[src/rtl/usb_cfg_pkg.sv]
package usb_cfg_pkg;
  localparam int DATA_W  = 32;
  localparam int STRB_W  = DATA_W / 8;
  localparam int FILT_W  = 4;
  localparam int PORT_W  = 5;
  localparam int FADJ_W  = 6;
  localparam int NUM_SRC = 2;

  localparam logic [FADJ_W-1:0]  FADJ_RST = 6'h20;
  localparam logic [NUM_SRC-1:0] MASK_RST = '1;

  localparam logic [7:0] OFS_FILT   = 8'h30;
  localparam logic [7:0] OFS_PORT   = 8'h34;
  localparam logic [7:0] OFS_FADJ   = 8'h38;
  localparam logic [7:0] OFS_ENDIAN = 8'h40;
  localparam logic [7:0] OFS_COHER  = 8'h44;
  localparam logic [7:0] OFS_BME    = 8'h48;
  localparam logic [7:0] OFS_REGCTL = 8'h60;
  localparam logic [7:0] OFS_STATUS = 8'h64;
  localparam logic [7:0] OFS_MASK   = 8'h68;
  localparam logic [7:0] OFS_IREN   = 8'h6C;
  localparam logic [7:0] OFS_IRDIS  = 8'h70;
  localparam logic [7:0] OFS_SPARE  = 8'h78;

  typedef struct packed {
    logic wrFilt;
    logic wrPort;
    logic wrFadj;
    logic wrEndian;
    logic wrCoher;
    logic wrBme;
    logic wrRegCtl;
    logic wrStatus;
    logic wrIrEn;
    logic wrIrDis;
    logic wrSpare;
    logic decErr;
  } cfgStrb_t;

  typedef enum logic [3:0] {
    RD_NONE, RD_FILT, RD_PORT, RD_FADJ, RD_ENDIAN, RD_COHER, RD_BME,
    RD_REGCTL, RD_STATUS, RD_MASK, RD_ZERO, RD_SPARE
  } rdSel_t;
endpackage

[src/rtl/usb_cfg_ctrl.sv]
module usb_cfg_ctrl
  import usb_cfg_pkg::*;
#(
  parameter int ADDR_W = 8
) (
  input  logic              clk,
  input  logic              rstN,
  input  logic              pSel,
  input  logic              pEnable,
  input  logic              pWrite,
  input  logic [ADDR_W-1:0] pAddr,
  input  logic [STRB_W-1:0] pStrb,
  input  logic              slvErrEn,
  output cfgStrb_t          strb,
  output rdSel_t            rdSel,
  output logic              pSlvErr
);
  logic   accessPhase;
  logic   wrOk;
  logic   mapped;
  rdSel_t hitSel;

  always_comb begin
    accessPhase = pSel & pEnable;
    wrOk        = accessPhase & pWrite & (&pStrb);
    mapped      = 1'b1;
    hitSel      = RD_NONE;
    unique case (pAddr)
      ADDR_W'(OFS_FILT):   hitSel = RD_FILT;
      ADDR_W'(OFS_PORT):   hitSel = RD_PORT;
      ADDR_W'(OFS_FADJ):   hitSel = RD_FADJ;
      ADDR_W'(OFS_ENDIAN): hitSel = RD_ENDIAN;
      ADDR_W'(OFS_COHER):  hitSel = RD_COHER;
      ADDR_W'(OFS_BME):    hitSel = RD_BME;
      ADDR_W'(OFS_REGCTL): hitSel = RD_REGCTL;
      ADDR_W'(OFS_STATUS): hitSel = RD_STATUS;
      ADDR_W'(OFS_MASK):   hitSel = RD_MASK;
      ADDR_W'(OFS_IREN):   hitSel = RD_ZERO;
      ADDR_W'(OFS_IRDIS):  hitSel = RD_ZERO;
      ADDR_W'(OFS_SPARE):  hitSel = RD_SPARE;
      default:             mapped = 1'b0;
    endcase

    strb          = '0;
    strb.wrFilt   = wrOk && hitSel == RD_FILT;
    strb.wrPort   = wrOk && hitSel == RD_PORT;
    strb.wrFadj   = wrOk && hitSel == RD_FADJ;
    strb.wrEndian = wrOk && hitSel == RD_ENDIAN;
    strb.wrCoher  = wrOk && hitSel == RD_COHER;
    strb.wrBme    = wrOk && hitSel == RD_BME;
    strb.wrRegCtl = wrOk && hitSel == RD_REGCTL;
    strb.wrStatus = wrOk && hitSel == RD_STATUS;
    strb.wrIrEn   = wrOk && pAddr == ADDR_W'(OFS_IREN);
    strb.wrIrDis  = wrOk && pAddr == ADDR_W'(OFS_IRDIS);
    strb.wrSpare  = wrOk && hitSel == RD_SPARE;
    strb.decErr   = accessPhase & ~mapped & slvErrEn;

    rdSel   = (accessPhase & ~pWrite) ? hitSel : RD_NONE;
    pSlvErr = strb.decErr;
  end

  // at most one register is written per access
  assert_onehot_wr_R2: assert property (@(posedge clk) disable iff (!rstN)
    $onehot0({strb.wrFilt, strb.wrPort, strb.wrFadj, strb.wrEndian, strb.wrCoher,
              strb.wrBme, strb.wrRegCtl, strb.wrStatus, strb.wrIrEn, strb.wrIrDis,
              strb.wrSpare}));

  // a partial-strobe access never produces a write strobe
  assert_partial_ignored_R10: assert property (@(posedge clk) disable iff (!rstN)
    (pSel && pEnable && pWrite && !(&pStrb)) |->
      !(strb.wrFilt || strb.wrSpare || strb.wrStatus || strb.wrIrEn || strb.wrIrDis));
endmodule

[src/rtl/usb_cfg_dp.sv]
module usb_cfg_dp
  import usb_cfg_pkg::*;
(
  input  logic               clk,
  input  logic               rstN,
  input  cfgStrb_t           strb,
  input  rdSel_t             rdSel,
  input  logic [DATA_W-1:0]  pWdata,
  input  logic [NUM_SRC-1:0] errEvent,
  output logic [DATA_W-1:0]  pRdata,
  output logic               slvErrEn,
  output logic [FILT_W-1:0]  cfgFilterBypass,
  output logic [PORT_W-1:0]  cfgPort,
  output logic [FADJ_W-1:0]  cfgFrameAdj,
  output logic               cfgBigEndian,
  output logic               cfgCoherent,
  output logic               cfgBusMaster,
  output logic               irqOut
);
  logic [NUM_SRC-1:0] statusQ, statusD;
  logic [NUM_SRC-1:0] maskQ, maskD;
  logic [NUM_SRC-1:0] setVec, clrVec;
  logic [DATA_W-1:0]  spareQ;
  logic               irqQ;

  always_comb begin
    setVec  = errEvent | {{(NUM_SRC-1){1'b0}}, strb.decErr};
    clrVec  = strb.wrStatus ? pWdata[NUM_SRC-1:0] : '0;
    statusD = (statusQ & ~clrVec) | setVec;
    maskD   = maskQ;
    if (strb.wrIrEn)  maskD = maskD & ~pWdata[NUM_SRC-1:0];
    if (strb.wrIrDis) maskD = maskD |  pWdata[NUM_SRC-1:0];
  end

  always_ff @(posedge clk or negedge rstN) begin
    if (!rstN) begin
      cfgFilterBypass <= '0;
      cfgPort         <= '0;
      cfgFrameAdj     <= FADJ_RST;
      cfgBigEndian    <= 1'b0;
      cfgCoherent     <= 1'b0;
      cfgBusMaster    <= 1'b1;
      slvErrEn        <= 1'b0;
      spareQ          <= '0;
      statusQ         <= '0;
      maskQ           <= MASK_RST;
      irqQ            <= 1'b0;
    end else begin
      if (strb.wrFilt)   cfgFilterBypass <= pWdata[FILT_W-1:0];
      if (strb.wrPort)   cfgPort         <= pWdata[PORT_W-1:0];
      if (strb.wrFadj)   cfgFrameAdj     <= pWdata[FADJ_W-1:0];
      if (strb.wrEndian) cfgBigEndian    <= pWdata[0];
      if (strb.wrCoher)  cfgCoherent     <= pWdata[0];
      if (strb.wrBme)    cfgBusMaster    <= pWdata[0];
      if (strb.wrRegCtl) slvErrEn        <= pWdata[0];
      if (strb.wrSpare)  spareQ          <= pWdata;
      statusQ <= statusD;
      maskQ   <= maskD;
      irqQ    <= |(statusQ & ~maskQ);
    end
  end

  assign irqOut = irqQ;

  always_comb begin
    unique case (rdSel)
      RD_FILT:   pRdata = DATA_W'(cfgFilterBypass);
      RD_PORT:   pRdata = DATA_W'(cfgPort);
      RD_FADJ:   pRdata = DATA_W'(cfgFrameAdj);
      RD_ENDIAN: pRdata = DATA_W'(cfgBigEndian);
      RD_COHER:  pRdata = DATA_W'(cfgCoherent);
      RD_BME:    pRdata = DATA_W'(cfgBusMaster);
      RD_REGCTL: pRdata = DATA_W'(slvErrEn);
      RD_STATUS: pRdata = DATA_W'(statusQ);
      RD_MASK:   pRdata = DATA_W'(maskQ);
      RD_SPARE:  pRdata = spareQ;
      default:   pRdata = '0;
    endcase
  end

  // an event pulse always leaves its bit set on the next cycle
  assert_event_sets_R5: assert property (@(posedge clk) disable iff (!rstN)
    (errEvent != '0) |=> ((statusQ & $past(errEvent)) == $past(errEvent)));

  // a status bit only falls after a status write
  assert_clear_needs_write_R4: assert property (@(posedge clk) disable iff (!rstN)
    (|($past(statusQ) & ~statusQ)) |-> $past(strb.wrStatus));

  // the mask moves only on enable/disable writes
  assert_mask_only_via_ctl_R6: assert property (@(posedge clk) disable iff (!rstN)
    (maskQ != $past(maskQ)) |-> $past(strb.wrIrEn || strb.wrIrDis));

  // the line rises only after an unmasked pending status
  assert_irq_cause_R8: assert property (@(posedge clk) disable iff (!rstN)
    $rose(irqOut) |-> $past(|(statusQ & ~maskQ)));

  // a decode error is recorded in status bit 0
  assert_decerr_logged_R9: assert property (@(posedge clk) disable iff (!rstN)
    strb.decErr |=> statusQ[0]);
endmodule

[src/rtl/usb_host_cfg_regs.sv]
module usb_host_cfg_regs
  import usb_cfg_pkg::*;
#(
  parameter int ADDR_W = 8
) (
  input  logic               clk,
  input  logic               rstN,
  input  logic               pSel,
  input  logic               pEnable,
  input  logic               pWrite,
  input  logic [ADDR_W-1:0]  pAddr,
  input  logic [31:0]        pWdata,
  input  logic [3:0]         pStrb,
  output logic [31:0]        pRdata,
  output logic               pSlvErr,
  input  logic [1:0]         errEvent,
  output logic [3:0]         cfgFilterBypass,
  output logic [4:0]         cfgPort,
  output logic [5:0]         cfgFrameAdj,
  output logic               cfgBigEndian,
  output logic               cfgCoherent,
  output logic               cfgBusMaster,
  output logic               irqOut
);
  cfgStrb_t strb;
  rdSel_t   rdSel;
  logic     slvErrEn;

  usb_cfg_ctrl #(.ADDR_W(ADDR_W)) uCtrl (
    .clk(clk), .rstN(rstN), .pSel(pSel), .pEnable(pEnable), .pWrite(pWrite),
    .pAddr(pAddr), .pStrb(pStrb), .slvErrEn(slvErrEn),
    .strb(strb), .rdSel(rdSel), .pSlvErr(pSlvErr)
  );

  usb_cfg_dp uDp (
    .clk(clk), .rstN(rstN), .strb(strb), .rdSel(rdSel), .pWdata(pWdata),
    .errEvent(errEvent), .pRdata(pRdata), .slvErrEn(slvErrEn),
    .cfgFilterBypass(cfgFilterBypass), .cfgPort(cfgPort),
    .cfgFrameAdj(cfgFrameAdj), .cfgBigEndian(cfgBigEndian),
    .cfgCoherent(cfgCoherent), .cfgBusMaster(cfgBusMaster), .irqOut(irqOut)
  );
endmodule

[config.mk]
export PLATFORM = sky130hd
export DESIGN_NAME = usb_host_cfg_regs
export DESIGN_NICKNAME = d
export VERILOG_FILES = /design/src/rtl/usb_cfg_pkg.sv /design/src/rtl/usb_cfg_ctrl.sv /design/src/rtl/usb_cfg_dp.sv /design/src/rtl/usb_host_cfg_regs.sv
export SDC_FILE = /design/constraint.sdc
export NUM_CORES = 1
export LEC_CHECK = 0
export BUFFER_PORTS_ARGS = -buffer_cell sky130_fd_sc_hd__buf_2
export CORE_MARGIN = 3
export CORE_UTILIZATION = 25
export DETAILED_ROUTE_END_ITERATION = 10
export GPL_TIMING_DRIVEN = 0
export PLACE_DENSITY = 0.57
export SETUP_SLACK_MARGIN = 0.02
export SYNTH_ARGS = -nofsm -noshare
export SYNTH_HDL_FRONTEND = slang
export SYNTH_SLANG_ARGS = --single-unit
[constraint.sdc]
create_clock -name clk -period 1.9 [get_ports clk]
set_input_delay 0.095 -clock clk [delete_from_list [all_inputs] [get_ports clk]]
set_output_delay 0.095 -clock clk [all_outputs]
set_load 0.03 [all_outputs]
# After elaboration in Yosys (flattened, before gate mapping)
# Cells that the tools add are included.
dict set report totals {
  regBits 56
  latch_bits 0
  mem_bits_rw 0
  mem_bits_ro 0
  out_inout_bits 52
  elab_cells 81
  mem_count 0
}
dict set report classes {
  addsub 0
  mul 0
  n_div 0
  n_lt_le_gt_ge 0
  n_eq_ne 31
  shift 0
  mux 7
  n_bitwise 17
  reduce_logical 15
}
# op count
set op_table {}
lappend op_table {{32-bit case mux with 10 select lines} 1}
lappend op_table {{8-bit by 7-bit equality test with 1-bit output, second input constant} 9}
lappend op_table {{4-bit case mux with 11 select lines} 1}
lappend op_table {{4-bit by 3-bit equality test with 1-bit output, second input constant} 8}
lappend op_table {{8-bit by 6-bit equality test with 1-bit output, second input constant} 3}
lappend op_table {{4-bit equality test, second input constant} 5}
lappend op_table {{4-bit by 2-bit equality test with 1-bit output, second input constant} 4}
lappend op_table {{12-bit OR reduction} 1}
lappend op_table {{1-bit logical AND} 11}
lappend op_table {{4-bit by 1-bit equality test with 1-bit output, second input constant} 2}
lappend op_table {{1-bit bitwise AND} 6}
lappend op_table {{2-bit bitwise AND} 3}
lappend op_table {{2-bit two-way mux} 3}
lappend op_table {{2-bit NOT} 3}
lappend op_table {{4-bit two-way mux} 1}
lappend op_table {{2-bit bitwise OR} 2}
lappend op_table {{4-bit AND reduction} 1}
lappend op_table {{2-bit OR reduction} 2}
lappend op_table {{1-bit NOT} 2}
lappend op_table {{2-bit by 1-bit bitwise OR with 2-bit output} 1}
lappend op_table {{1-bit two-way mux} 1}

# Longest topological paths before layout
dict set report logic_depth {
  word_depth 9
  depth_mapped 9
}

# By module
# A second synthesis with hierarchy kept.
dict set report hier_totals {
  hier_cells 259
  area_unflattened_um2 3047.9
}
# mod instances cells_per_inst area_each_um2
set modules_own_cells {}
lappend modules_own_cells {usb_cfg_dp 1 197 2597.5}
lappend modules_own_cells {usb_cfg_ctrl 1 62 450.4}

# Worst setup path before layout
# Ideal clock, no wire load.
dict set report synth_path {
  kind {input-to-reg}
  startpoint {input port pAddr[6]}
  endpoint {register uDp.spareQ[0]}
  setup_time_ns 0.128
  t_arrival_ns 2.052
  path_slack_ns -0.279
  stages 8
  n_path_buf 2
  cell_sequence {buf_4 nor4bb_1 o21a_1 o21a_2 nand2b_1 nor4_4 buf_6 mux2_1}
}
dict set report synth_via {
  elab_chain_cells 5
  elab_cells_between_ends 16
  cone_classes {13 x eq/ne; 1 x mux; 2 x reduce/logical}
}
# item line
set synth_rtl {}
lappend synth_rtl {{start, declared} usb_host_cfg_regs.sv:11} ;# input logic [ADDR_W-1:0] pAddr,
lappend synth_rtl {{8-bit by 7-bit equality test with 1-bit output} usb_cfg_ctrl.sv:28} ;# unique case (pAddr)
lappend synth_rtl {{2-bit OR reduction (no source line)} --}
lappend synth_rtl {{4-bit case mux with 11 select lines (*)} usb_cfg_ctrl.sv:28}
lappend synth_rtl {{4-bit equality test (*)} usb_cfg_ctrl.sv:55} ;# strb.wrSpare = wrOk && hitSel == RD_SPARE;
lappend synth_rtl {{1-bit logical AND (*)} usb_cfg_ctrl.sv:55}
lappend synth_rtl {{end signal, assigned} usb_cfg_dp.sv:56} ;# if (strb.wrSpare) spareQ <= pWdata;
lappend synth_rtl {{end, declared} usb_cfg_dp.sv:23} ;# logic [DATA_W-1:0] spareQ;
# Mark *: on every way between the ends. The rest lies on a longest branch, timed or not.
# A chain may end at the register's enable or synchronous reset.

# Worst setup path after layout
dict set report layout_path {
  startpoint {input port pAddr[1]}
  endpoint {register uDp.spareQ[18]}
}
# The elaborated chain is that of the path after synthesis.

==> flow_summary.yaml <==
status:
  status: "complete, but fails checks"
  failed_checks: "negative setup slack"
global_route:
  grt_max_degree: 57
  grt_use_total_pct: 13.55
  overflow: 0
  grt_pass1_wl_um: 14110
  grt_pass1_vias: 2622
  antenna_found_initial: 0
timing:
  setup_tns_ns: -6.829
  slew_viol_final: 0
  fmax_ghz: 0.4849
  worstMarginPinSlew_ns: 0.7189
  final-hold-violation-count: 0
  finalWorstSetupSlack_ns: -0.1623
  setup_viol: 64
  grt_setup_unrepaired: "yes"
  finalCriticalPeriod_ns: 2.062
  whs_ns: 0.02658
  relSlewSlack_pct: 52.08
  fin_skew_ns: 0.002769
  post-route-period-util_pct: 108.5
place:
  port_buffers: 100
  dp_slack_ns: -0.8297
  placedCellCount: 501
  hpwl_um: 6261
  post_dp_cell_area_mm2: 0.003769
  globalplace.congestion: 0.8832
yosys:
  synthCells: 258
  ys_ff_latch: 56
  synth_fp_nets: 309
  synthArstFlopShare_pct: 100.0
  netlist_area_mm2: 0.002957
  synth_flop_cell: "dfrtp_1"
  synth.yosys.warnings: 0
  avgSynthCellArea_um2: 11.46
  synth-seq-area-share_pct: 47.57
  synth_edf_count: 0
  synth_area_leaders: "dfrtp_1 44%, mux2_1 11%, mux2_2 9.1%, and2_1 5.5%, dfstp_2 3.6%"
  yosys.area.top_type: "dfrtp_1"
  synth_top_area_share_pct: 44.01
  ys_types: 48
floorplanning:
  die_height_um: 114.8
  initial_utilization_pct: 25.78
  core_area_mm2: 0.01147
  dieArea_mm2: 0.01317
  io_pins: 103
  rows: 39
  die_w_um: 114.8
routing:
  dr.pass1.iters: 4
  drt_iter0_markers: 118
  drc: 0
  routed_wl_um: 9234
  viasPerCell: 4.782
  ant_nets: 0
  vias: 2568
  wl_per_cell_um: 17.20
clocking:
  numCtsBuffers: 5
  htreeDepth: 2
  clock_sinks: 56
  cts_tree: "built"
  clk_latency_ns: 0.29
  root_buffer: "clkbuf_16"
  clockBufferDepth: 2
  clk_pin_slew_ns: 0.07
power_and_ir_drop:
  finalPower_mw: 2.494
  irDropWorstVdd_uv: 481.8
  powerDensity_mw_per_mm2: 526.9
  leakage_nw: 2.297
finish:
  fin_area_mm2: 0.004733
  syn_to_final_growth_pct: 60.09
  stdcell_count: 537
  drive_gt1_share_pct: 63.45
  layout.nets: 444
  finish.utilization_pct: 41.28
  diodes: 0
  fill_cells: 1088
setup_path:
  arrival_ns: 2.24
  path_class: "input port to flip-flop"
  worstSetupEndpointType: "flip-flop"
  r2r_slack_ns: 0.82
  rr_worst_depth: 3
  worstReg2RegEnd: "uDp.statusQ[0]"
  reg2reg_from: "uDp.slvErrEn"
  cp-start-kind: "input port"
  crit_fanout: 7
  crit_required_ns: 2.08
  worstSetupStartpoint: "pAddr[1]"
run:
  drv_cap: 0
min_path:
  hold_start: "pWdata[19]"
  hold_path_class: "input port to flip-flop"
  min_path_cells: 2
  min_to: "uDp.spareQ[19]"
-- registers in the layout, summed over array words and instances (netlist names), named ones only --
signal               cells
uDp.cfgBusMaster         1
uDp.cfgFilterBypass      4
uDp.irqOut               1
uDp.slvErrEn             1
uDp.cfgPort              5
uDp.cfgCoherent          1
uDp.cfgBigEndian         1
uDp.spareQ              32
uDp.statusQ              2
uDp.cfgFrameAdj          6
-- per-layer routing --
layer  up-vias  share of wire [%]  wire length (um)  GRT usage, %
li1       1201                  -                 -             -
met1      1280                 46              4213         19.01
met2        79                 48              4403         21.11
met3         8                5.7               522         3.421
met4         0                1.0                95         3.286
met5         -                  0                 0             0
-- how the worst max path moves through the flow --
| stage | end | cells after the start |
|---|---|---|
| 3_3_place_gp | pRdata[11] | 11 |
| 6_report | uDp.spareQ[18] | 10 |
| 4_1_cts | pRdata[12] | 9 |
| 5_1_grt | pRdata[12] | 9 |
| 3_5_place_dp | pRdata[11] | 11 |
| 2_1_floorplan | uDp.spareQ[0] | 8 |
-- kinds of logic after synthesis --
| logic type | count (synthesis) | synth area share (%) |
|---|---|---|
| flops | 56 | 47.57 |
| buf+inv | 17 | 3.216 |
| simple gates | 95 | 18.54 |
| mux | 60 | 22.60 |
| fa+ha+maj | 1 | 0.3386 |
| compound gates | 29 | 7.745 |
-- synth_stat cells (2+ instances only) --
cell type and count:
buf_6 3, mux2_2 24, dfrtp_1 52, o2bb2ai_1 3, buf_2 4, and2_1 26
nand3b_1 2, nand3_1 5, a32o_1 4, nor3_1 6, o211ai_1 2, dfstp_2 4
mux2i_1 6, nand2b_1 6, o21ai_0 4, o21a_1 2, a31oi_1 2, nor4_1 2
nor2_1 20, nor4b_1 2, clkbuf_1 6, mux2_1 30, nand2_1 10, a22o_1 2
or3_1 3, or2_2 3, inv_1 3, nand4_1 2
-- where the power goes --
group / switching [mW] / leakage [nW] / internal (mW)
clock network: 0.437 / 0.0798 / 0.620
registers: 0.00118 / 0.752 / 1.19
logic: 0.133 / 1.46 / 0.109
-- final cells by class --
type	instances	area, um^2	share of cell area, %
plain buffers	13	182.7	3.859
clock buffers	5	125.1	2.643
clock inverters	3	42.54	0.8988
inverters	3	11.26	0.2379
multi-input cells	185	1802	38.07
flip-flops and latches	56	1406	29.71
well taps	143	178.9	3.780
repair buffers	129	984.7	20.80
-- cell usage in the layout (no fill, tap or decap), drive strengths merged, types with 5 or more instances in the layout --
cell	count
nand2b	6
mux2i	6
buf	132
clkbuf	12
nor2	20
nand3	5
dfrtp	52
nor3	6
mux2	54
and2	26
nand2	10
-- repair_timing --
item | CTS | global route
gates cloned | 1 | 3
hold endpoints to repair | 2 | 52
setup endpoints to repair | 81 | 79
pin swaps | 30 | 11
resized for setup | 112 | 31
setup buffers | 20 | 2
hold buffers | 2 | 1
-- critical path: stages --
cell and delay [ns]:
buf_8 0.10, or4b_4 0.58, nor3b_4 0.27, buf_4 0.16
nand2_4 0.05, buf_6 0.12, nor4_4 0.14, buf_6 0.23
clkbuf_16 0.18, mux2_4 0.29
No activity file was read; power rests on OpenSTA's default activity.
